## src/rtl/pin_irq_pkg.sv

```systemverilog
package pin_irq_pkg;

    // per-pin trigger field, gathered from three bit-planes
    typedef struct packed {
        logic any_edge;
        logic edge_sel;
        logic pol;
    } trig_cfg_t;

    typedef enum logic [2:0] {
        TRIG_LEVEL_LO  = 3'd0,
        TRIG_LEVEL_HI  = 3'd1,
        TRIG_EDGE_FALL = 3'd2,
        TRIG_EDGE_RISE = 3'd3,
        TRIG_EDGE_ANY  = 3'd4
    } trig_mode_t;

    // the any-edge plane only counts in edge mode; polarity is dropped there
    function automatic trig_mode_t decode_mode(trig_cfg_t cfg);
        trig_mode_t m;
        if (!cfg.edge_sel)
            m = cfg.pol ? TRIG_LEVEL_HI : TRIG_LEVEL_LO;
        else if (cfg.any_edge)
            m = TRIG_EDGE_ANY;
        else
            m = cfg.pol ? TRIG_EDGE_RISE : TRIG_EDGE_FALL;
        return m;
    endfunction

    function automatic logic trig_event(trig_mode_t m, logic cur, logic prev);
        logic hit;
        case (m)
            TRIG_LEVEL_LO:  hit = ~cur;
            TRIG_LEVEL_HI:  hit = cur;
            TRIG_EDGE_FALL: hit = ~cur & prev;
            TRIG_EDGE_RISE: hit = cur & ~prev;
            TRIG_EDGE_ANY:  hit = cur ^ prev;
            default:        hit = 1'b0;
        endcase
        return hit;
    endfunction

endpackage

```

## src/rtl/pin_history.sv

```systemverilog
module pin_history #(
    parameter int PINS = 8
) (
    input  logic            clk,
    input  logic            rst,
    input  logic [PINS-1:0] pin_in,
    output logic [PINS-1:0] pin_prev
);
    // reset also loads the live value so release cannot fake an edge
    always_ff @(posedge clk) begin
        if (rst)
            pin_prev <= pin_in;
        else
            pin_prev <= pin_in;
    end
endmodule

```

## src/rtl/pin_trigger_cell.sv

```systemverilog
module pin_trigger_cell
    import pin_irq_pkg::*;
(
    input  logic      clk,
    input  logic      rst,
    input  trig_cfg_t cfg,
    input  logic      cur,
    input  logic      prev,
    input  logic      clr,
    output logic      stat
);
    trig_mode_t mode;
    logic       hit;

    always_comb begin
        mode = decode_mode(cfg);
        hit  = trig_event(mode, cur, prev);
    end

    // a new event outranks a clear in the same cycle
    always_ff @(posedge clk) begin
        if (rst)
            stat <= 1'b0;
        else
            stat <= (stat & ~clr) | hit;
    end
endmodule

```

## src/rtl/irq_merge.sv

```systemverilog
module irq_merge #(
    parameter int PINS = 8
) (
    input  logic [PINS-1:0] stat,
    input  logic [PINS-1:0] en,
    output logic            req
);
    logic [PINS-1:0] gated;

    always_comb begin
        gated = stat & en;
        req   = |gated;
    end
endmodule

```

## src/rtl/pin_irq_detect.sv

```systemverilog
module pin_irq_detect
    import pin_irq_pkg::*;
#(
    parameter int PINS = 8,
    localparam int TW = 3 * PINS
) (
    input  logic            clk,
    input  logic            rst,
    input  logic [PINS-1:0] pin_in,
    input  logic [TW-1:0]   trig_type,
    input  logic [PINS-1:0] irq_en,
    input  logic [PINS-1:0] stat_clr,
    output logic [PINS-1:0] stat_out,
    output logic            irq_req
);
    logic [PINS-1:0] prev_q;
    trig_cfg_t       cfg [PINS];

    pin_history #(.PINS(PINS)) u_hist (
        .clk      (clk),
        .rst      (rst),
        .pin_in   (pin_in),
        .pin_prev (prev_q)
    );

    for (genvar n = 0; n < PINS; n++) begin : g_pin
        assign cfg[n] = '{any_edge: trig_type[2*PINS+n],
                          edge_sel: trig_type[PINS+n],
                          pol:      trig_type[n]};

        pin_trigger_cell u_cell (
            .clk  (clk),
            .rst  (rst),
            .cfg  (cfg[n]),
            .cur  (pin_in[n]),
            .prev (prev_q[n]),
            .clr  (stat_clr[n]),
            .stat (stat_out[n])
        );
    end

    irq_merge #(.PINS(PINS)) u_merge (
        .stat (stat_out),
        .en   (irq_en),
        .req  (irq_req)
    );
endmodule

```

## config.mk

```make
export PLATFORM = sky130hd
export DESIGN_NAME = pin_irq_detect
export DESIGN_NICKNAME = d
export VERILOG_FILES = /design/src/rtl/pin_irq_pkg.sv /design/src/rtl/pin_history.sv /design/src/rtl/pin_trigger_cell.sv /design/src/rtl/irq_merge.sv /design/src/rtl/pin_irq_detect.sv
export SDC_FILE = /design/constraint.sdc
export NUM_CORES = 1
export LEC_CHECK = 0
export BUFFER_PORTS_ARGS = -buffer_cell sky130_fd_sc_hd__buf_2
export CORE_AREA = 2 2 49 62
export CTS_BUF_LIST = sky130_fd_sc_hd__clkbuf_2 sky130_fd_sc_hd__clkbuf_4 sky130_fd_sc_hd__clkbuf_8
export DETAILED_ROUTE_END_ITERATION = 16
export DIE_AREA = 0 0 51 64
export PLACE_DENSITY = 0.73
export SETUP_SLACK_MARGIN = 0.05
export SLEW_MARGIN = 10
export SYNTH_ARGS = -nofsm -noshare
export SYNTH_HDL_FRONTEND = slang
export SYNTH_SLANG_ARGS = --single-unit
export TNS_END_PERCENT = 5
```

## constraint.sdc

```tcl
create_clock -name clk -period 1.95 [get_ports clk]
set_clock_uncertainty 0.2 [all_clocks]
set_input_delay 0.2925 -clock clk [delete_from_list [all_inputs] [get_ports clk]]
set_output_delay 0.2925 -clock clk [all_outputs]
set_load 0.02 [all_outputs]
```

# [Yosys cells after proc, flatten, opt, wreduce, memory -nomap -nowiden]
# Cells that the tools add are included.
[word_totals] register_bits=16 input_bits=50 output_inout_bits=9
[op_classes] eq_ne=32 mux=40 n_bitwise=65 reduce_logical=9
[ops] operator="$eq A3 B2 Y1 const B" count=16
[ops] operator="$mux W3" count=16
[ops] operator="$pmux W1 S5" count=8
[ops] operator="$and A1 B1 Y1" count=24
[ops] operator="$eq A3 B1 Y1 const B" count=8
[ops] operator="$eq A3 B3 Y1 const B" count=8
[ops] operator="$logic_not A3 Y1" count=8
[ops] operator="$not A1 Y1" count=24
[ops] operator="$mux W1" count=16
[ops] operator="$and A8 B8 Y8" count=1
[ops] operator="$or A1 B1 Y1" count=8
[ops] operator="$reduce_or A8 Y1" count=1
[ops] operator="$xor A1 B1 Y1" count=8

# [Longest topological paths before layout]
[depth] word_depth=6 ltp_mapped=5

# [By module]
# From an unflattened synthesis, not the netlist that was laid out.
[unflattened] cells_unflattened=117 area_unflattened_um2=1037.2
[by_module_without_submodules] mod="pin_trigger_cell" n_inst=8 cells_per_inst=13 area_per_inst_um2=105.1 seq_area_each_um2=20.0
[by_module_without_submodules] mod="pin_history" n_inst=1 cells_per_inst=8 area_per_inst_um2=160.2 seq_area_each_um2=160.2
[by_module_without_submodules] mod="irq_merge" n_inst=1 cells_per_inst=5 area_per_inst_um2=36.3 seq_area_each_um2=0.0

# [Least setup slack after synthesis]
# No wires, ideal clock.
[synth_timing] path_kind="register to register" start="register u_hist.pin_prev[0]" end="register g_pin[0].u_cell.stat" setup_ps=128 arrival_ps=957 path_slack_ps=665 stages_incl_launch_ff=6 n_path_buf=0 synth_period_minus_slack_ps=1285 cell_sequence="dfxtp_1 -> inv_1 -> ha_1 -> mux2_4 -> o211ai_2 -> a31oi_1"
[synth_between] elab_chain_len=4 elab_cells_between_ends=6
[synth_rtl] element="start, declared" line_no="pin_history.sv:7" source="output logic [PINS-1:0] pin_prev"
[synth_rtl] element="start signal, assigned" line_no="pin_history.sv:12" source="pin_prev <= pin_in;"
[synth_rtl] element="start signal, assigned" line_no="pin_history.sv:14" source="pin_prev <= pin_in;"
[synth_rtl] element="$not A1 Y1" line_no="pin_irq_pkg.sv:36" source="TRIG_EDGE_RISE: hit = cur & ~prev;"
[synth_rtl] element="$and A1 B1 Y1" line_no="pin_irq_pkg.sv:36"
[synth_rtl] element="$pmux W1 S5 (*)" line_no="pin_irq_pkg.sv:32" source="case (m)"
[synth_rtl] element="$or A1 B1 Y1 (*)" line_no="pin_trigger_cell.sv:25" source="stat <= (stat & ~clr) | hit;"
[synth_rtl] element="end signal, assigned" line_no="pin_trigger_cell.sv:25"
[synth_rtl] element="end, declared" line_no="pin_trigger_cell.sv:10" source="output logic stat"
# Every way passes the cells marked *; elsewhere a longest branch is shown, timed or not.
# A chain may end at the register's enable or synchronous reset.

# [Worst setup path after layout]
[layout_timing] start="input pin_in[0]" end="register g_pin[0].u_cell.stat"
[layout_between] elab_chain_len=4 elab_cells_between_ends=6
[layout_rtl] element="start, declared" line_no="pin_irq_detect.sv:9" source="input logic [PINS-1:0] pin_in,"
[layout_rtl] element="$not A1 Y1" line_no="pin_irq_pkg.sv:33, pin_irq_pkg.sv:35"
[layout_rtl] element="$and A1 B1 Y1" line_no="pin_irq_pkg.sv:35" source="TRIG_EDGE_FALL: hit = ~cur & prev;"
[layout_rtl] element="$pmux W1 S5 (*)" line_no="pin_irq_pkg.sv:32"
[layout_rtl] element="$or A1 B1 Y1 (*)" line_no="pin_trigger_cell.sv:25"
# Marks and branches as above.

==> metrics.log <==
[metrics] outcome: finished clean
[metrics] switching share of power: 29.9%
[metrics] critical path class: input port to flop
[metrics] clock sink count: 16
[metrics] share of total power in sequential cells: 47.2%
[metrics] Hold/Removal Path Class: input port to flop
[metrics] Global Route Usage Sum: 17.6%
[metrics] CTS root buffer: clkbuf_4
[metrics] remaining global-route overflow: 0
[metrics] Post-DP HPWL: 2.11 mm
[metrics] Cell variety after synth: 21
[metrics] clock edge transition at the registers on the reported setup and hold paths: 90 ps
[metrics] net switching component of the power: 0.000234 W
[metrics] total clock buffers created by CTS: 3
[metrics] mean routed wirelength per cell: 11.8 um
[metrics] unrepaired setup endpoints after global routing: no
[metrics] DR pass1 iterations: 4
[metrics] post-route fraction of the period consumed by the critical path: 87.1%
[metrics] largest net degree at the start of global routing: 9
[metrics] power density over cell area: 519 mW/mm2
[metrics] Yosys warnings: 0
[metrics] crit-path max cell delay: 510 ps
[metrics] share of post-route cells with drive strength above 1: 38.0%
[metrics] Post-Syn Area per Cell: 9.16 um2
[metrics] number of antenna violations at the first check in global routing: 0
[metrics] summed instance area of the synthesized netlist: 0.00114 mm2
[metrics] buffers added on ports: 58
[metrics] final weighted congestion in routability-driven placement: 0.752
[metrics] cells traversed along the worst timing path: dlygate4sd3_1 -> buf_2 -> inv_1 -> ha_1 -> mux2_4 -> o211ai_2 -> a31oi_1
[metrics] total inserted antenna cells: 0
[metrics] actual transition at the worst max-transition pin: 181 ps
[metrics] data required time of the worst path: 1930 ps
[metrics] Site Rows: 21
[metrics] core region area: 0.00265 mm2
[metrics] Min Clock Period, post-route: 1700 ps
[metrics] Fin Setup TNS: 0 ps
[metrics] combinational cell fraction of total power: 30.5%
[metrics] part of the Yosys area used for sequential elements: 28.2%
[metrics] element type at the critical path end: flop
[metrics] overall die area: 0.00326 mm2
[metrics] IR Drop Worst-Case VDD: 274 uV
[metrics] residual DRC count: 0
[metrics] Post-Syn Instances: 124
[metrics] x dimension of the die: 51 um
[metrics] clock tree from TritonCTS: built
[metrics] Internal Power: 0.000548 W
[metrics] number of nets in the finished design: 252
[metrics] first-iteration detailed-routing DRC count: 16
[metrics] placed inst area: 0.00141 mm2
[metrics] Finished Cell Area: 0.00151 mm2
[metrics] final total power: 0.000783 W
[metrics] # Post-CTS Setup Buffers: 0
[metrics] critical-path maximum fanout: 4
[metrics] critical path startpoint category: input port
[metrics] I/O pins: 59
[metrics] total count of hold-check failures in the final report: 0
[metrics] number of global-route vias before repair: 1104
[metrics] overall via count from detail_route: 1067
[metrics] signed area change from the synthesized netlist to the final layout: 32.7%
[metrics] final wirelength: 2.57 mm
[metrics] cell class contributing the biggest share of worst-path delay: buffers and inverters
[metrics] Crit path buffers/inverters: 3
[metrics] height of the chip: 64 um
[metrics] Via-to-Cell Ratio: 4.89
[metrics] flip-flop and latch count after synthesis: 16
[metrics] clock network fraction of total power: 22.3%
[metrics] htree depth: 1
[metrics] achievable frequency: 0.589 GHz
[metrics] leakage power: 0.775 nW
[metrics] # hold bufs at CTS: 8
[metrics] worst-case hold slack: 79.8 ps
[metrics] max-capacitance violation count: 0
[metrics] wire length of the first global-routing pass: 4.44 mm
[metrics] worst slew margin relative to its limit: 87.8%
[metrics] Initial Utilization: 42.8%
[metrics] Synthesized Nets: 190
[metrics] Resized Gates After CTS: 0
[metrics] pins over their slew limit: 0
[metrics] worst path arrival time: 1670 ps
[metrics] Clock Tree Buf Depth: 2
[metrics] clock latency at the later pin of the worst-skew pair: 280 ps
[metrics] cell with the largest stage delay on the worst path: dlygate4sd3_1
[metrics] final setup violation count: 0
[metrics] Detail Route Antenna Nets: 0
==> cell usage after synthesis (all sizes together) <==
cell	count	area [um2]
o211ai	2	25.0
a21oi	6	30.0
inv	22	82.6
mux2	2	30.0
nor2b	6	37.5
nand2b	4	25.0
a31oi	2	12.5
xnor2	2	17.5
nor3b	6	45.0
buf	9	63.8
nand2	2	7.51
a22oi	4	30.0
nand4b	6	52.6
dfxtp	16	320
ha	16	200
o221a	6	67.6
o21ai	6	30.0
xor2	6	52.6
nand4	1	6.26
==> final timing paths <==
kind	startpoint	end	depth (start not counted)	slack, ps
worst max-delay path	pin_in[0]	g_pin[0].u_cell.stat$_SDFF_PP0_	7	250
worst min-delay path	stat_clr[7]	g_pin[7].u_cell.stat$_SDFF_PP0_	3	80
worst max register to register	u_hist.pin_prev[7]$_DFF_P_	g_pin[7].u_cell.stat$_SDFF_PP0_	5	580
worst min register to register	g_pin[7].u_cell.stat$_SDFF_PP0_	g_pin[7].u_cell.stat$_SDFF_PP0_	2	320
==> final cells by class <==
cell class	instances	area, um2
inverters	22	82.6
repair buffers	66	370
flip-flops and latches	16	320
multi-input cells	77	669
fillers	261	1150
clock buffers	3	22.5
well taps	34	42.5
==> metal layers <==
metal  track usage (%)  part of all wire, %  vias up  routed length (um)
met4              6.76                 0.58        0                  15
met1              17.5                   37      488                 956
met3              3.04                  6.3        2                 163
li1                  -                    -      539                   -
met2              34.6                   56       38                1430
met5                 0                    0        -                   0
==> flip-flops by register name, summed over array words and instances, names as in the netlist <==
register,cells
u_hist.pin_prev,8
g_pin.u_cell.stat,8
==> layout by cell type, fill, tap and decap left out, types with 8 or more instances in the layout <==
cell / netlist / routed
inv_1: 22 / 22
ha_1: 16 / 16
buf_2: 0 / 58
dlygate4sd3_1: 0 / 8
dfxtp_1: 16 / 16
==> power by group through the flow <==
stage          combinational (W)  sequential (W)  clock [W]
4_1_cts                 0.000241        0.000370   0.000185
3_5_place_dp            0.000228        0.000378          0
5_1_grt                 0.000268        0.000374   0.000194
2_1_floorplan           0.000146        0.000372          0
3_3_place_gp            0.000215        0.000376          0
6_report                0.000239        0.000370   0.000174
==> kinds of logic (layout without fill, tap and decap cells) <==
logic type / after synthesis / in the layout / share of synthesized area (%)
AO/OA/AOI/OAI: 26 / 26 / 17.2
buffers and inverters: 31 / 91 / 12.9
adder cells (fa/ha/maj): 16 / 16 / 17.6
flip-flops: 16 / 16 / 28.2
AND/OR/NAND/NOR: 25 / 25 / 15.3
XOR/XNOR: 8 / 8 / 6.17
multiplexers: 2 / 2 / 2.64
==> stage by stage <==
stage	setup slack (ps)	utilization [%]	cells
after global placement	532	52.9	207
after floorplan	665	-	124
final	252	56.8	218
after detailed placement	481	52.9	207
after CTS	256	56.8	218
after global routing	167	56.8	218
==> worst min-delay path, cell delays in order <==
cell	delay, ps
buf_2	70
nand2b_1	80
a31oi_1	60
No activity file was read; power rests on OpenSTA's default activity.
